[src/rtl/led_blink_pkg.sv]
package led_blink_pkg;

  localparam int MAX_LOG2 = 13;
  localparam int RATE_W   = 4;
  localparam int EN_BIT   = 4;
  localparam int AS_BIT   = 5;
  localparam int MASK_BIT = 6;

  typedef enum logic [1:0] {
    SEL_CTRL = 2'd0,
    SEL_PER  = 2'd1,
    SEL_DUTY = 2'd2,
    SEL_STOP = 2'd3
  } reg_sel_e;

  // rate values above the top are treated as the top
  function automatic logic [RATE_W-1:0] eff_rate(input logic [RATE_W-1:0] raw);
    return (raw > RATE_W'(MAX_LOG2)) ? RATE_W'(MAX_LOG2) : raw;
  endfunction

  // low-bit mask of the prescaler that must be all ones for a tick
  function automatic logic [MAX_LOG2-1:0] tick_mask(input logic [RATE_W-1:0] raw);
    logic [MAX_LOG2-1:0] all_ones;
    all_ones = '1;
    return all_ones >> eff_rate(raw);
  endfunction

endpackage

[src/rtl/led_blink_prescaler.sv]
module led_blink_prescaler
  import led_blink_pkg::*;
(
  input  logic              clk,
  input  logic              rst_n,
  input  logic              en,
  input  logic [RATE_W-1:0] rate,
  output logic              tick
);

  logic [MAX_LOG2-1:0] pre_cnt;
  logic [MAX_LOG2-1:0] mask;

  assign mask = tick_mask(rate);
  assign tick = en && ((pre_cnt & mask) == mask);

  always_ff @(posedge clk or negedge rst_n) begin
    if (!rst_n)      pre_cnt <= '0;
    else if (!en)    pre_cnt <= '0;
    else             pre_cnt <= pre_cnt + 1'b1;
  end

  AST_NO_TICK_WHEN_OFF: assert property (@(posedge clk) disable iff (!rst_n)
    !en |-> !tick);

  AST_PRESCALE_RESTART: assert property (@(posedge clk) disable iff (!rst_n)
    !en |=> pre_cnt == '0);

endmodule

[src/rtl/led_blink_waveform.sv]
module led_blink_waveform #(
  parameter int PER_W = 12
) (
  input  logic             clk,
  input  logic             rst_n,
  input  logic             en,
  input  logic             tick,
  input  logic [PER_W-1:0] period,
  input  logic [PER_W-1:0] duty,
  output logic [PER_W-1:0] count,
  output logic             period_end,
  output logic             led
);

  assign period_end = tick && (count >= period);
  assign led        = en && (count < duty);

  always_ff @(posedge clk or negedge rst_n) begin
    if (!rst_n)          count <= '0;
    else if (!en)        count <= '0;
    else if (period_end) count <= '0;
    else if (tick)       count <= count + 1'b1;
  end

  AST_PERIOD_WRAP: assert property (@(posedge clk) disable iff (!rst_n)
    period_end |=> count == '0);

  AST_COUNT_HOLDS: assert property (@(posedge clk) disable iff (!rst_n)
    (en && !tick && $past(en)) |=> $stable(count));

endmodule

[src/rtl/led_blink_regs.sv]
module led_blink_regs
  import led_blink_pkg::*;
#(
  parameter int ADDR_W = 4,
  parameter int DATA_W = 16,
  parameter int CTRL_W = 7,
  parameter int PER_W  = 12,
  parameter int STOP_W = 16
) (
  input  logic              clk,
  input  logic              rst_n,
  input  logic              we,
  input  logic [ADDR_W-1:0] addr,
  input  logic [DATA_W-1:0] wdata,
  output logic [DATA_W-1:0] rdata,
  input  logic              period_end,
  output logic              en,
  output logic              irq_mask,
  output logic [RATE_W-1:0] rate,
  output logic [PER_W-1:0]  period,
  output logic [PER_W-1:0]  duty,
  output logic              pending
);

  logic [CTRL_W-1:0] ctrl_q;
  logic [PER_W-1:0]  per_q;
  logic [PER_W-1:0]  duty_q;
  logic [STOP_W-1:0] stop_q;
  logic              pend_q;
  reg_sel_e          sel;

  logic wr_ctrl, wr_per, wr_duty, wr_stop;
  logic auto_on, stop_hit, stop_evt, dec_evt;

  assign sel     = reg_sel_e'(addr[3:2]);
  assign wr_ctrl = we && (sel == SEL_CTRL);
  assign wr_per  = we && (sel == SEL_PER);
  assign wr_duty = we && (sel == SEL_DUTY);
  assign wr_stop = we && (sel == SEL_STOP);

  assign auto_on  = ctrl_q[AS_BIT];
  assign stop_hit = period_end && auto_on && (stop_q <= STOP_W'(1));
  assign stop_evt = stop_hit && !wr_ctrl;
  assign dec_evt  = period_end && auto_on && (stop_q > STOP_W'(1));

  always_ff @(posedge clk or negedge rst_n) begin
    if (!rst_n) begin
      ctrl_q <= '0;
      per_q  <= '0;
      duty_q <= '0;
      stop_q <= '0;
      pend_q <= 1'b0;
    end else begin
      if (wr_ctrl) begin
        ctrl_q <= wdata[CTRL_W-1:0];
        pend_q <= 1'b0;
      end else if (stop_evt) begin
        ctrl_q[EN_BIT] <= 1'b0;
        pend_q         <= 1'b1;
      end
      if (wr_per)  per_q  <= wdata[PER_W-1:0];
      if (wr_duty) duty_q <= wdata[PER_W-1:0];
      if (wr_stop)       stop_q <= wdata[STOP_W-1:0];
      else if (stop_hit) stop_q <= '0;
      else if (dec_evt)  stop_q <= stop_q - 1'b1;
    end
  end

  always_comb begin
    rdata = '0;
    unique case (sel)
      SEL_CTRL: rdata = DATA_W'(ctrl_q);
      SEL_PER:  rdata = DATA_W'(per_q);
      SEL_DUTY: rdata = DATA_W'(duty_q);
      SEL_STOP: rdata = DATA_W'(stop_q);
      default:  rdata = '0;
    endcase
  end

  assign en       = ctrl_q[EN_BIT];
  assign irq_mask = ctrl_q[MASK_BIT];
  assign rate     = ctrl_q[RATE_W-1:0];
  assign period   = per_q;
  assign duty     = duty_q;
  assign pending  = pend_q;

  AST_STOP_CLEARS_ENABLE: assert property (@(posedge clk) disable iff (!rst_n)
    stop_evt |=> (!ctrl_q[EN_BIT] && pend_q));

  AST_STOP_DECREMENTS: assert property (@(posedge clk) disable iff (!rst_n)
    (dec_evt && !wr_stop) |=> stop_q == $past(stop_q) - 1'b1);

  AST_NO_AUTOSTOP_HOLDS: assert property (@(posedge clk) disable iff (!rst_n)
    (!auto_on && !wr_stop) |=> $stable(stop_q));

  AST_CTRL_WRITE_ACKS: assert property (@(posedge clk) disable iff (!rst_n)
    wr_ctrl |=> !pend_q);

endmodule

[src/rtl/led_blink_ctrl.sv]
module led_blink_ctrl
  import led_blink_pkg::*;
#(
  parameter int ADDR_W = 4,
  parameter int DATA_W = 16,
  parameter int PER_W  = 12,
  parameter int STOP_W = 16
) (
  input  logic              clk,
  input  logic              rst_n,
  input  logic              reg_we,
  input  logic [ADDR_W-1:0] reg_addr,
  input  logic [DATA_W-1:0] reg_wdata,
  output logic [DATA_W-1:0] reg_rdata,
  output logic              led_out,
  output logic              irq
);

  localparam int CTRL_W = MASK_BIT + 1;

  logic              en, irq_mask, pending, tick, period_end;
  logic [RATE_W-1:0] rate;
  logic [PER_W-1:0]  period, duty, count;

  led_blink_regs #(
    .ADDR_W(ADDR_W), .DATA_W(DATA_W), .CTRL_W(CTRL_W),
    .PER_W(PER_W), .STOP_W(STOP_W)
  ) u_regs (
    .clk(clk), .rst_n(rst_n), .we(reg_we), .addr(reg_addr),
    .wdata(reg_wdata), .rdata(reg_rdata), .period_end(period_end),
    .en(en), .irq_mask(irq_mask), .rate(rate), .period(period),
    .duty(duty), .pending(pending)
  );

  led_blink_prescaler u_pre (
    .clk(clk), .rst_n(rst_n), .en(en), .rate(rate), .tick(tick)
  );

  led_blink_waveform #(.PER_W(PER_W)) u_wave (
    .clk(clk), .rst_n(rst_n), .en(en), .tick(tick), .period(period),
    .duty(duty), .count(count), .period_end(period_end), .led(led_out)
  );

  assign irq = pending && !irq_mask;

  AST_LED_DARK_WHEN_OFF: assert property (@(posedge clk) disable iff (!rst_n)
    !en |-> !led_out);

  AST_IRQ_MASKED: assert property (@(posedge clk) disable iff (!rst_n)
    irq_mask |-> !irq);

  AST_FAST_RATE_TICKS: assert property (@(posedge clk) disable iff (!rst_n)
    (en && rate >= RATE_W'(MAX_LOG2)) |-> tick);

endmodule

[config.mk]
export PLATFORM = sky130hd
export DESIGN_NAME = led_blink_ctrl
export DESIGN_NICKNAME = d
export VERILOG_FILES = /design/src/rtl/led_blink_pkg.sv /design/src/rtl/led_blink_prescaler.sv /design/src/rtl/led_blink_waveform.sv /design/src/rtl/led_blink_regs.sv /design/src/rtl/led_blink_ctrl.sv
export SDC_FILE = /design/constraint.sdc
export NUM_CORES = 1
export LEC_CHECK = 0
export BUFFER_PORTS_ARGS = -buffer_cell sky130_fd_sc_hd__buf_2
export CAP_MARGIN = 25
export CORE_MARGIN = 4
export CORE_UTILIZATION = 40
export CTS_CLUSTER_SIZE = 8
export DETAILED_ROUTE_END_ITERATION = 12
export GPL_ROUTABILITY_DRIVEN = 1
export SYNTH_ARGS = -nofsm -noshare
export SYNTH_HDL_FRONTEND = slang
export SYNTH_SLANG_ARGS = --single-unit
export TNS_END_PERCENT = 20
[constraint.sdc]
create_clock -name clk -period 7.3 [get_ports clk]
set_input_delay 2.19 -clock clk [delete_from_list [all_inputs] [get_ports clk]]
set_output_delay 2.19 -clock clk [all_outputs]
set_load 0.005 [all_outputs]
==> metrics, run 1 <==
Final #Nets=533; share of the clock period used by the worst path=77.17%; Hold-fix buffers, CTS=0; RD Place Congestion=0.8133; fraction of synthesized area in multiplexers=a little under an eighth; maximum count of clock buffers along a single path=2; clock tree root driver cell=sky130_fd_sc_hd__clkbuf_16; number of global-route vias before repair=approximately 3400; overall track demand over capacity in global routing=17.36%; total power after layout=between 0.001 and 0.0015 W; Routed Wire Length=approximately 11 mm; initial standard-cell utilization of the core=just over 40%; Sum Neg Setup Slack=0 ps; critical path launch point type=input pin; WHS Endpoint=u_regs.pending; clock net sink count=73; Peak Freq=177.5 MHz; compound-cell area share of the yosys netlist=14.93%; path type of the worst min-delay path=reg2reg; Clk network pwr share=just over 40%; Syn Std Cell Area=0.004508 sq mm; start point of the worst hold path=u_regs.pending; worst-case hold slack=499.7 ps; Gate Count Post-Synth=454; TritonCTS clock tree=done; most common cell in the netlist=sky130_fd_sc_hd__dfrtp_1; number of vias per cell=5.737; router iterations before antenna repair=4; power density cells=around 240 mW/mm^2; simple-gate portion of the synthesized area=18.37%; CTS HTree Levels=3; Comb power frac=17.1%; global-route wire length before repair=17.92 mm; largest cells by area after synthesis=sky130_fd_sc_hd__dfrtp_1, sky130_fd_sc_hd__ha_1, sky130_fd_sc_hd__mux2_2; leakage power of the design=2.459 nW; adder and majority cell fraction of the synthesized area=approximately 7.5%; mean area per synthesized cell=9.930 sq um; Synth cell types=55; part of the power in registers=41.5%; Initial DRC Count=185; number of gates resized after CTS=0; worst slew slack as a fraction of its limit=41.66%; share of total power consumed by net switching=27.08%; internal power component=~0.00090 W; run status=finished clean; count of flip-flops with a built-in enable after synthesis=0; reg2reg start=u_regs.period[1]; Die Span X=about 110 microns; count of input and output buffers=38; final worst path period need=about 5600 ps; Reg2Reg Depth=9; slack of the worst reg-to-reg path=3980 ps; worst voltage drop across the vdd grid=0.1282 mV; Seq cells post-synth=73; Bufs and invs on worst path=2; arrival time of data at the critical path endpoint=3440 ps; switching pwr=0.0003355 W; Antenna Cells=0; Overflow after GRT=0; sum of net half-perimeters after detailed placement=about 8 mm; share of async-settable or async-resettable flops after synthesis=100.0%; antenna violations before repair=0; transition at the pin with the smallest max-transition slack=872.7 ps; ordered list of cells on the worst path=buf_2, mux4_1, buf_2; most frequent cells after synthesis=sky130_fd_sc_hd__dfrtp_1, sky130_fd_sc_hd__inv_1, sky130_fd_sc_hd__mux2_2; reg-to-reg endpoint=u_regs.stop_q[11]; FP Rows=38; cell with the most instances on the worst path=sky130_fd_sc_hd__buf_2; floorplan core area=~0.011 sq mm; largest fanout of any net on the critical path=26; number of warnings issued by yosys=0; total die area=0.01303 sq mm; unrepaired setup endpoints after global routing=false; endpoint required time on the critical path=approximately 5000 ps; area grow syn2layout=14.35%; Pins Over Slew Limit=0; Top Ports=between 40 and 50; fraction of final layout cells sized beyond drive strength 1=20.29%; total via count after detailed routing=3603; Clk pin slew, worst setup/hold paths=about 60 ps; combinational family with the most area after synthesis=simple AND/OR/NAND/NOR gates; Synthesized Nets=approximately 500; CP peak stage delay=670 ps; skew final=7.452 ps; Die Height=114.2 microns; WHS Path Cells=2; count of final hold-check violations=0; DRC Markers=0; Clk Latency, worst-skew pair=340 ps; Crit path max-delay family=multiplexers; average wire per cell in the routed design=17.35 microns; clock buffers created by TritonCTS=9; number of logic stages on the critical path including buffering=3; most area-hungry cell type in the Yosys netlist=sky130_fd_sc_hd__dfrtp_1; kind of capture point of the worst setup path=output port; xor-xnor portion of the synthesized cell area=between 2 and 2.5%; number of setup buffers added after CTS=0; predominant post-synthesis flop cell=sky130_fd_sc_hd__dfrtp_1; category of the most critical setup path=in2out; slowest library cell on the worst path=sky130_fd_sc_hd__mux4_1; proportion of synthesized chip area in sequential cells=40.52%; count of maximum capacitance violations=0; area fraction of the dominant cell type after synthesis=40.52%; maximum number of pins on one net before global-route repair=74; number of nets with antenna violations after detailed routing=0; Final setup violation count=0
worst max-delay path by stage:
stage                               to         from
final                     reg_rdata[6]  reg_addr[3]
after global routing      reg_rdata[6]  reg_addr[3]
after CTS                 reg_rdata[6]  reg_addr[3]
after detailed placement  reg_rdata[6]  reg_addr[3]
after global placement    reg_rdata[6]  reg_addr[3]
after floorplan           reg_rdata[6]  reg_addr[3]
power groups by stage:
stage,clock network [W],registers (W),logic [W]
global placement,0,0.000518,0.000205
global route,0.000540,0.000522,0.000240
detailed placement,0,0.000521,0.000211
finish,0.000513,0.000515,0.000211
floorplan,0,0.000493,0.000156
CTS,0.000523,0.000514,0.000213
flip-flops by register name (all words and copies together) (netlist names):
signal          count
u_regs.period      12
u_regs.stop_q      16
u_regs.duty        12
u_pre.pre_cnt      13
u_regs.ctrl_q       7
u_wave.count       12
u_regs.pending      1
final cells by class:
| type | instances | area (sq um) |
|---|---|---|
| inverter | 32 | 120.1 |
| clock buffer | 11 | 242.7 |
| clock inverter | 5 | 102.6 |
| timing repair buffer | 41 | 235.2 |
| fill | 1041 | 5781 |
| multi-input combinational | 326 | 2452 |
| sequential | 73 | 1827 |
| tap | 140 | 175.2 |
cell usage in the layout, fill, tap and decap left out, types with 2 or more instances in the layout:
master                      count
sky130_fd_sc_hd__a31oi_1        4
sky130_fd_sc_hd__a41oi_1        3
sky130_fd_sc_hd__nor3b_1       10
sky130_fd_sc_hd__a211oi_1       2
sky130_fd_sc_hd__nand2b_1       6
sky130_fd_sc_hd__inv_1         32
sky130_fd_sc_hd__o21ai_0       23
sky130_fd_sc_hd__mux2i_1        2
sky130_fd_sc_hd__a21oi_1       13
sky130_fd_sc_hd__buf_4          3
sky130_fd_sc_hd__a211o_1        2
sky130_fd_sc_hd__mux4_2         6
sky130_fd_sc_hd__nand3_1       20
sky130_fd_sc_hd__a21o_1        13
sky130_fd_sc_hd__nand4_1        2
sky130_fd_sc_hd__clkbuf_16      9
sky130_fd_sc_hd__a22o_1         5
sky130_fd_sc_hd__o22ai_1        4
sky130_fd_sc_hd__ha_1          27
sky130_fd_sc_hd__or4_4          2
sky130_fd_sc_hd__dfrtp_1       73
sky130_fd_sc_hd__nor4_1         7
sky130_fd_sc_hd__o31ai_1        3
sky130_fd_sc_hd__bufinv_16      3
sky130_fd_sc_hd__o211ai_1       8
sky130_fd_sc_hd__or3_1          3
sky130_fd_sc_hd__xnor2_1        9
sky130_fd_sc_hd__buf_2         37
sky130_fd_sc_hd__mux2_2        29
sky130_fd_sc_hd__o21a_1         3
sky130_fd_sc_hd__and2_1        11
sky130_fd_sc_hd__nor3_1         4
sky130_fd_sc_hd__nor2b_1        4
sky130_fd_sc_hd__and3_1        17
sky130_fd_sc_hd__or4_1          5
sky130_fd_sc_hd__nor2_1        25
sky130_fd_sc_hd__xor2_1         3
sky130_fd_sc_hd__o21ai_1        8
sky130_fd_sc_hd__nand2_1       27
through the flow:
step	area [sq um]	worst slack [ps]	cells	utilization, %
after floorplan	4508	1721	454	-
after global placement	4782	1658	611	43.73
after detailed placement	4782	1653	611	43.73
after CTS	5127	1646	627	46.89
after global routing	5155	1585	628	47.14
final	5155	1666	628	47.14
worst register-to-register path, stage by stage (launching register included):
cell                       delay (ps)
sky130_fd_sc_hd__dfrtp_1          390
sky130_fd_sc_hd__inv_1             60
sky130_fd_sc_hd__ha_1             270
sky130_fd_sc_hd__o21ai_0           60
sky130_fd_sc_hd__o21ai_0          170
sky130_fd_sc_hd__o211ai_1         140
sky130_fd_sc_hd__a211oi_1         440
sky130_fd_sc_hd__nand3_1          660
sky130_fd_sc_hd__or4_1            810
sky130_fd_sc_hd__o32ai_2          230
logic make-up after synthesis:
kind of cell | Yosys count
and+or+nand+nor | 148
AOI/OAI and AO/OA | 101
muxes | 38
DFF | 73
adders and majority gates | 27
xor gates and xnor gates | 12
buffers and inverters | 55
metal layers:
| metal | track usage [%] | share of wire, % | vias to the layer above |
|---|---|---|---|
| met5 | 0 | 0 | - |
| met4 | 4.355 | 1.0 | 0 |
| met3 | 3.753 | 4.5 | 11 |
| met2 | 27.63 | 47 | 83 |
| met1 | 24.18 | 47 | 1792 |
| li1 | - | - | 1717 |
Power figures use the tool's default switching activity.
==> run 2: changes to the inputs <==
clock period = 5.6 ns   (was 7.3 ns; I/O delays follow)
==> metrics, run 2 (synthesis gave the netlist of run 1 again) <==
critical path launch point type=input pin; count of input and output buffers=38; maximum number of pins on one net before global-route repair=74; Top Ports=41; global-route wire length before repair=18.17 mm; number of setup buffers added after CTS=0; Final #Nets=533; register name with the most flops=u_regs.stop_q; Overflow after GRT=0; final std cells w/o fill=about 630; Sum Neg Setup Slack=0 ps; kind of capture point of the worst setup path=output port; endpoint required time on the critical path=between 3000 and 4000 ps; count of final hold-check violations=0; arrival time of data at the critical path endpoint=2930 ps; Peak Freq=217.0 MHz; ordered list of cells on the worst path=buf_2, mux4_1, buf_2; leakage power of the design=2.446 nW; Clk pin slew, worst setup/hold paths=about 60 ps; largest fanout of any net on the critical path=26; Placed Instance Area=0.004782 sq mm; initial standard-cell utilization of the core=41.22%; total power after layout=0.001562 W; share of the clock period used by the worst path=82.28%; fraction of final layout cells sized beyond drive strength 1=19.92%; clock buffers created by TritonCTS=9; Routed Wire Length=10.90 mm; number of gates resized after CTS=0; most frequent cells in the layout=sky130_fd_sc_hd__dfrtp_1, sky130_fd_sc_hd__buf_2, sky130_fd_sc_hd__inv_1; power density cells=305.1 mW/mm^2; worst voltage drop across the vdd grid=approximately 0.15 mV; worst-case hold slack=502.5 ps; skew final=about 4.8 ps; clock net sink count=73; worst slew slack as a fraction of its limit=39.15%; total die area=around 0.013 sq mm; reg2reg start=u_wave.count[1]; maximum count of clock buffers along a single path=2; run status=finished clean; CTS HTree Levels=3; Die Span X=114.2 microns; FP Rows=38; filler cell count=1051; Hold-fix buffers, CTS=0; TritonCTS clock tree=done; Antenna Cells=0; category of the most critical setup path=in2out; DRC Markers=0; sum of net half-perimeters after detailed placement=roughly 7.8 mm; Non-Filler Cell Area, Final=0.005121 sq mm; antenna violations before repair=0; max FFs per register=16; unrepaired setup endpoints after global routing=false; RD Place Congestion=0.8135; final worst path period need=roughly 4600 ps; CP startpoint=reg_addr[3]; router iterations before antenna repair=4; Die Height=114.2 microns; number of nets with antenna violations after detailed routing=0; total via count after detailed routing=3570; area grow syn2layout=13.60%; path type of the worst min-delay path=reg2reg; cell with the most instances on the worst path=sky130_fd_sc_hd__buf_2; count of maximum capacitance violations=0; start point of the worst hold path=u_pre.pre_cnt[0]; Clk Latency, worst-skew pair=330 ps; overall track demand over capacity in global routing=17.70%; CP peak stage delay=650 ps; floorplan core area=0.01094 sq mm; Initial DRC Count=about 180; slowest library cell on the worst path=sky130_fd_sc_hd__mux4_1; number of global-route vias before repair=3607; Final setup violation count=0; Pins Over Slew Limit=0; average wire per cell in the routed design=17.38 microns; number of vias per cell=approximately 5.7; transition at the pin with the smallest max-transition slack=910.2 ps; registers with the most flip-flops=u_regs.stop_q (16), u_pre.pre_cnt (13); clock tree root driver cell=sky130_fd_sc_hd__clkbuf_16; instance count after placement with tap cells included=611; leading cell type in the layout, fill and taps excluded=sky130_fd_sc_hd__dfrtp_1
-- run 2: stage by stage --
step	util, %	worst slack [ps]
6_report	46.83	992.1
4_1_cts	46.58	972.1
5_1_grt	46.83	907.1
2_1_floorplan	-	1041
3_3_place_gp	43.73	975.5
3_5_place_dp	43.73	974.6
-- run 2: path summary, 6_finish.rpt --
path                            cells past startpoint  slack (ps)           endpoint
worst max-delay path                                3         990       reg_rdata[6]
worst min-delay path                                1         500   u_pre.pre_cnt[0]
worst max register to register                      8        2210  u_regs.stop_q[11]
worst min register to register                      1         500   u_pre.pre_cnt[0]
max in group asynchronous                           2        3760   u_regs.stop_q[7]
min in group asynchronous                           1        1270   u_pre.pre_cnt[7]
-- run 2: report_power, final --
group / internal (W) / switching, W / leakage, nW
Clock: 0.000399 / 0.000218 / 0.153
Combinational: 0.000139 / 0.000137 / 1.38
Sequential: 0.000593 / 0.0000770 / 0.916
Total: 0.00113 / 0.000432 / 2.45
-- run 2: metal layers --
layer  GRT usage, %  routed length, microns
met1          23.84                    5201
met2          28.22                    5131
met3          4.334                     415
met4          5.463                     150
met5              0                       0
-- run 2: worst max-delay path: cells and delay by family --
| kind | cells | cell delay, ps |
|---|---|---|
| muxes | 1 | 650 |
| buffers and inverters | 2 | 580 |
-- run 2: area by class of cell --
| class | instances | area, sq um | share of cell area [%] |
|---|---|---|---|
| timing repair buffer | 41 | 235.2 | 4.593 |
| tap | 140 | 175.2 | 3.420 |
| clock inverter | 3 | 65.06 | 1.270 |
| clock buffer | 12 | 246.5 | 4.813 |
| sequential | 73 | 1827 | 35.67 |
| inverter | 32 | 120.1 | 2.345 |
| multi-input combinational | 326 | 2452 | 47.89 |
==> run 3: changes to the inputs <==
clock period = 4.6 ns   (was 5.6 ns; I/O delays follow)
==> metrics, run 3 (synthesis gave the netlist of run 1 again) <==
run status=finished clean; worst-case hold slack=505.9 ps; count of final hold-check violations=0; WHS Path Cells=2; Routed Wire Length=10.67 mm; count of input and output buffers=38; transition at the pin with the smallest max-transition slack=864.3 ps; registers with the most flip-flops=u_regs.stop_q (16), u_pre.pre_cnt (13); clock net sink count=between 70 and 80; TritonCTS clock tree=done; Die Span X=114.2 microns; RD Place Congestion=0.8190; Crit path max-delay family=multiplexers; most crowded layer after global routing=met2; DRC Markers=0; category of the most critical setup path=in2out; Top Ports=41; met2 Track Usage GR=26.46%; CP startpoint=reg_addr[3]; end point of the critical path=reg_rdata[6]; instance count after placement with tap cells included=613; skew final=6.660 ps; CP peak stage delay=around 670 ps; number of global-route vias before repair=~3500; count of maximum capacitance violations=0; FP Rows=38; number of logic stages on the critical path including buffering=3; router iterations before antenna repair=4; Antenna Cells=0; worst slew slack as a fraction of its limit=41.95%; arrival time of data at the critical path endpoint=between 2000 and 3000 ps; final worst path period need=around 4000 ps; Pins Over Slew Limit=0; maximum number of pins on one net before global-route repair=74; area grow syn2layout=13.46%; clock tree root driver cell=sky130_fd_sc_hd__clkbuf_16; number of nets with antenna violations after detailed routing=0; slack of the worst reg-to-reg path=1760 ps; total via count after detailed routing=about 3600; total power after layout=~0.0018 W; Hold-fix buffers, CTS=0; largest fanout of any net on the critical path=26; power density cells=360.8 mW/mm^2; maximum count of clock buffers along a single path=2; Sum Neg Setup Slack=0 ps; average wire per cell in the routed design=16.93 microns; kind of capture point of the worst setup path=output port; critical path launch point type=input pin; met3 GRT Util=3.805%; ordered list of cells on the worst path=buf_2, mux4_1, buf_2; worst voltage drop across the vdd grid=0.2463 mV; cell with the most instances on the worst path=sky130_fd_sc_hd__buf_2; Bufs and invs on worst path=2; reg2reg start=u_wave.count[9]; overall track demand over capacity in global routing=approximately 18%; Final #Nets=around 540; Reg2Reg Depth=8; floorplan core area=0.01094 sq mm; global routing usage on met1=24.58%; antenna violations before repair=0; final std cells w/o fill=630; fraction of final layout cells sized beyond drive strength 1=between 20% and 30%; CTS HTree Levels=3; path type of the worst min-delay path=reg2reg; total die area=0.01303 sq mm; Initial DRC Count=229; clock buffers created by TritonCTS=9; global-route wire length before repair=between 15 and 20 mm; number of vias per cell=5.651; Peak Freq=249.1 MHz; leading cell type in the layout, fill and taps excluded=sky130_fd_sc_hd__dfrtp_1; number of setup buffers added after CTS=0; max FFs per register=16; share of the clock period used by the worst path=87.28%; slowest library cell on the worst path=sky130_fd_sc_hd__mux4_1; number of gates resized after CTS=0; Die Height=114.2 microns; Final setup violation count=0; Overflow after GRT=0; register name with the most flops=u_regs.stop_q; endpoint required time on the critical path=3220 ps; Clk pin slew, worst setup/hold paths=50 ps; leakage power of the design=2.445 nW; unrepaired setup endpoints after global routing=false; Clk Latency, worst-skew pair=330 ps; initial standard-cell utilization of the core=between 40% and 50%; sum of net half-perimeters after detailed placement=7.679 mm; most frequent cells in the layout=sky130_fd_sc_hd__dfrtp_1, sky130_fd_sc_hd__buf_2, sky130_fd_sc_hd__inv_1; reg-to-reg endpoint=u_wave.count[8]
==> run 3: changes by cell type in the layout (fill, tap and decap cells not counted) <==
cell	before	now
sky130_fd_sc_hd__bufinv_16	2	1
sky130_fd_sc_hd__clkinv_2	1	2
sky130_fd_sc_hd__buf_4	3	5
sky130_fd_sc_hd__clkbuf_1	2	3
==> run 3: layer usage <==
layer  share of wire (%)  vias to the layer above
li1                    -                     1719
met1                  48                     1749
met2                  45                       75
met3                 4.3                       17
met4                 2.5                        0
met5                   0                        -
==> run 3: worst min-delay path, delay by kind of cell, from the launching register on <==
family	cells	cell delay (ps)
flops	1	340
simple gates	1	80
compound gates	1	40
==> run 3: through the flow <==
| step | setup slack [ps] | utilization, % | area (sq um) |
|---|---|---|---|
| after floorplan | 640.6 | - | 4508 |
| after global placement | 574.3 | 43.87 | 4797 |
| after detailed placement | 563.2 | 43.87 | 4797 |
| after CTS | 561.9 | 46.52 | 5087 |
| after global routing | 481.8 | 46.77 | 5115 |
| final | 585.0 | 46.77 | 5115 |
==> run 3: worst min-delay path by stage <==
| stage | endpoint | from | slack (ps) |
|---|---|---|---|
| floorplan | u_regs.pending | u_regs.pending | 450 |
| global placement | u_regs.pending | u_regs.pending | 480 |
| detailed placement | u_regs.pending | u_regs.pending | 490 |
| CTS | u_pre.pre_cnt[0] | u_pre.pre_cnt[0] | 500 |
| global route | u_regs.period[7] | u_regs.period[7] | 530 |
| finish | u_regs.pending | u_regs.pending | 510 |
==> run 3: power breakdown <==
| part | switching [W] | internal (W) | total [W] | leakage (nW) |
|---|---|---|---|---|
| clock network | 0.000264 | 0.000434 | 0.000697 | 0.144 |
| registers | 0.0000904 | 0.000722 | 0.000812 | 0.916 |
| logic | 0.000167 | 0.000169 | 0.000336 | 1.39 |
| total | 0.000521 | 0.00132 | 0.00185 | 2.45 |
==> run 3: cell type report <==
| class | instances | area [sq um] |
|---|---|---|
| multi-input combinational | 326 | 2452 |
| timing repair buffer | 43 | 250.2 |
| sequential | 73 | 1827 |
| fill | 1069 | 5821 |
| clock inverter | 3 | 40.04 |
| clock buffer | 13 | 250.2 |
| inverter | 32 | 120.1 |
| tap | 140 | 175.2 |
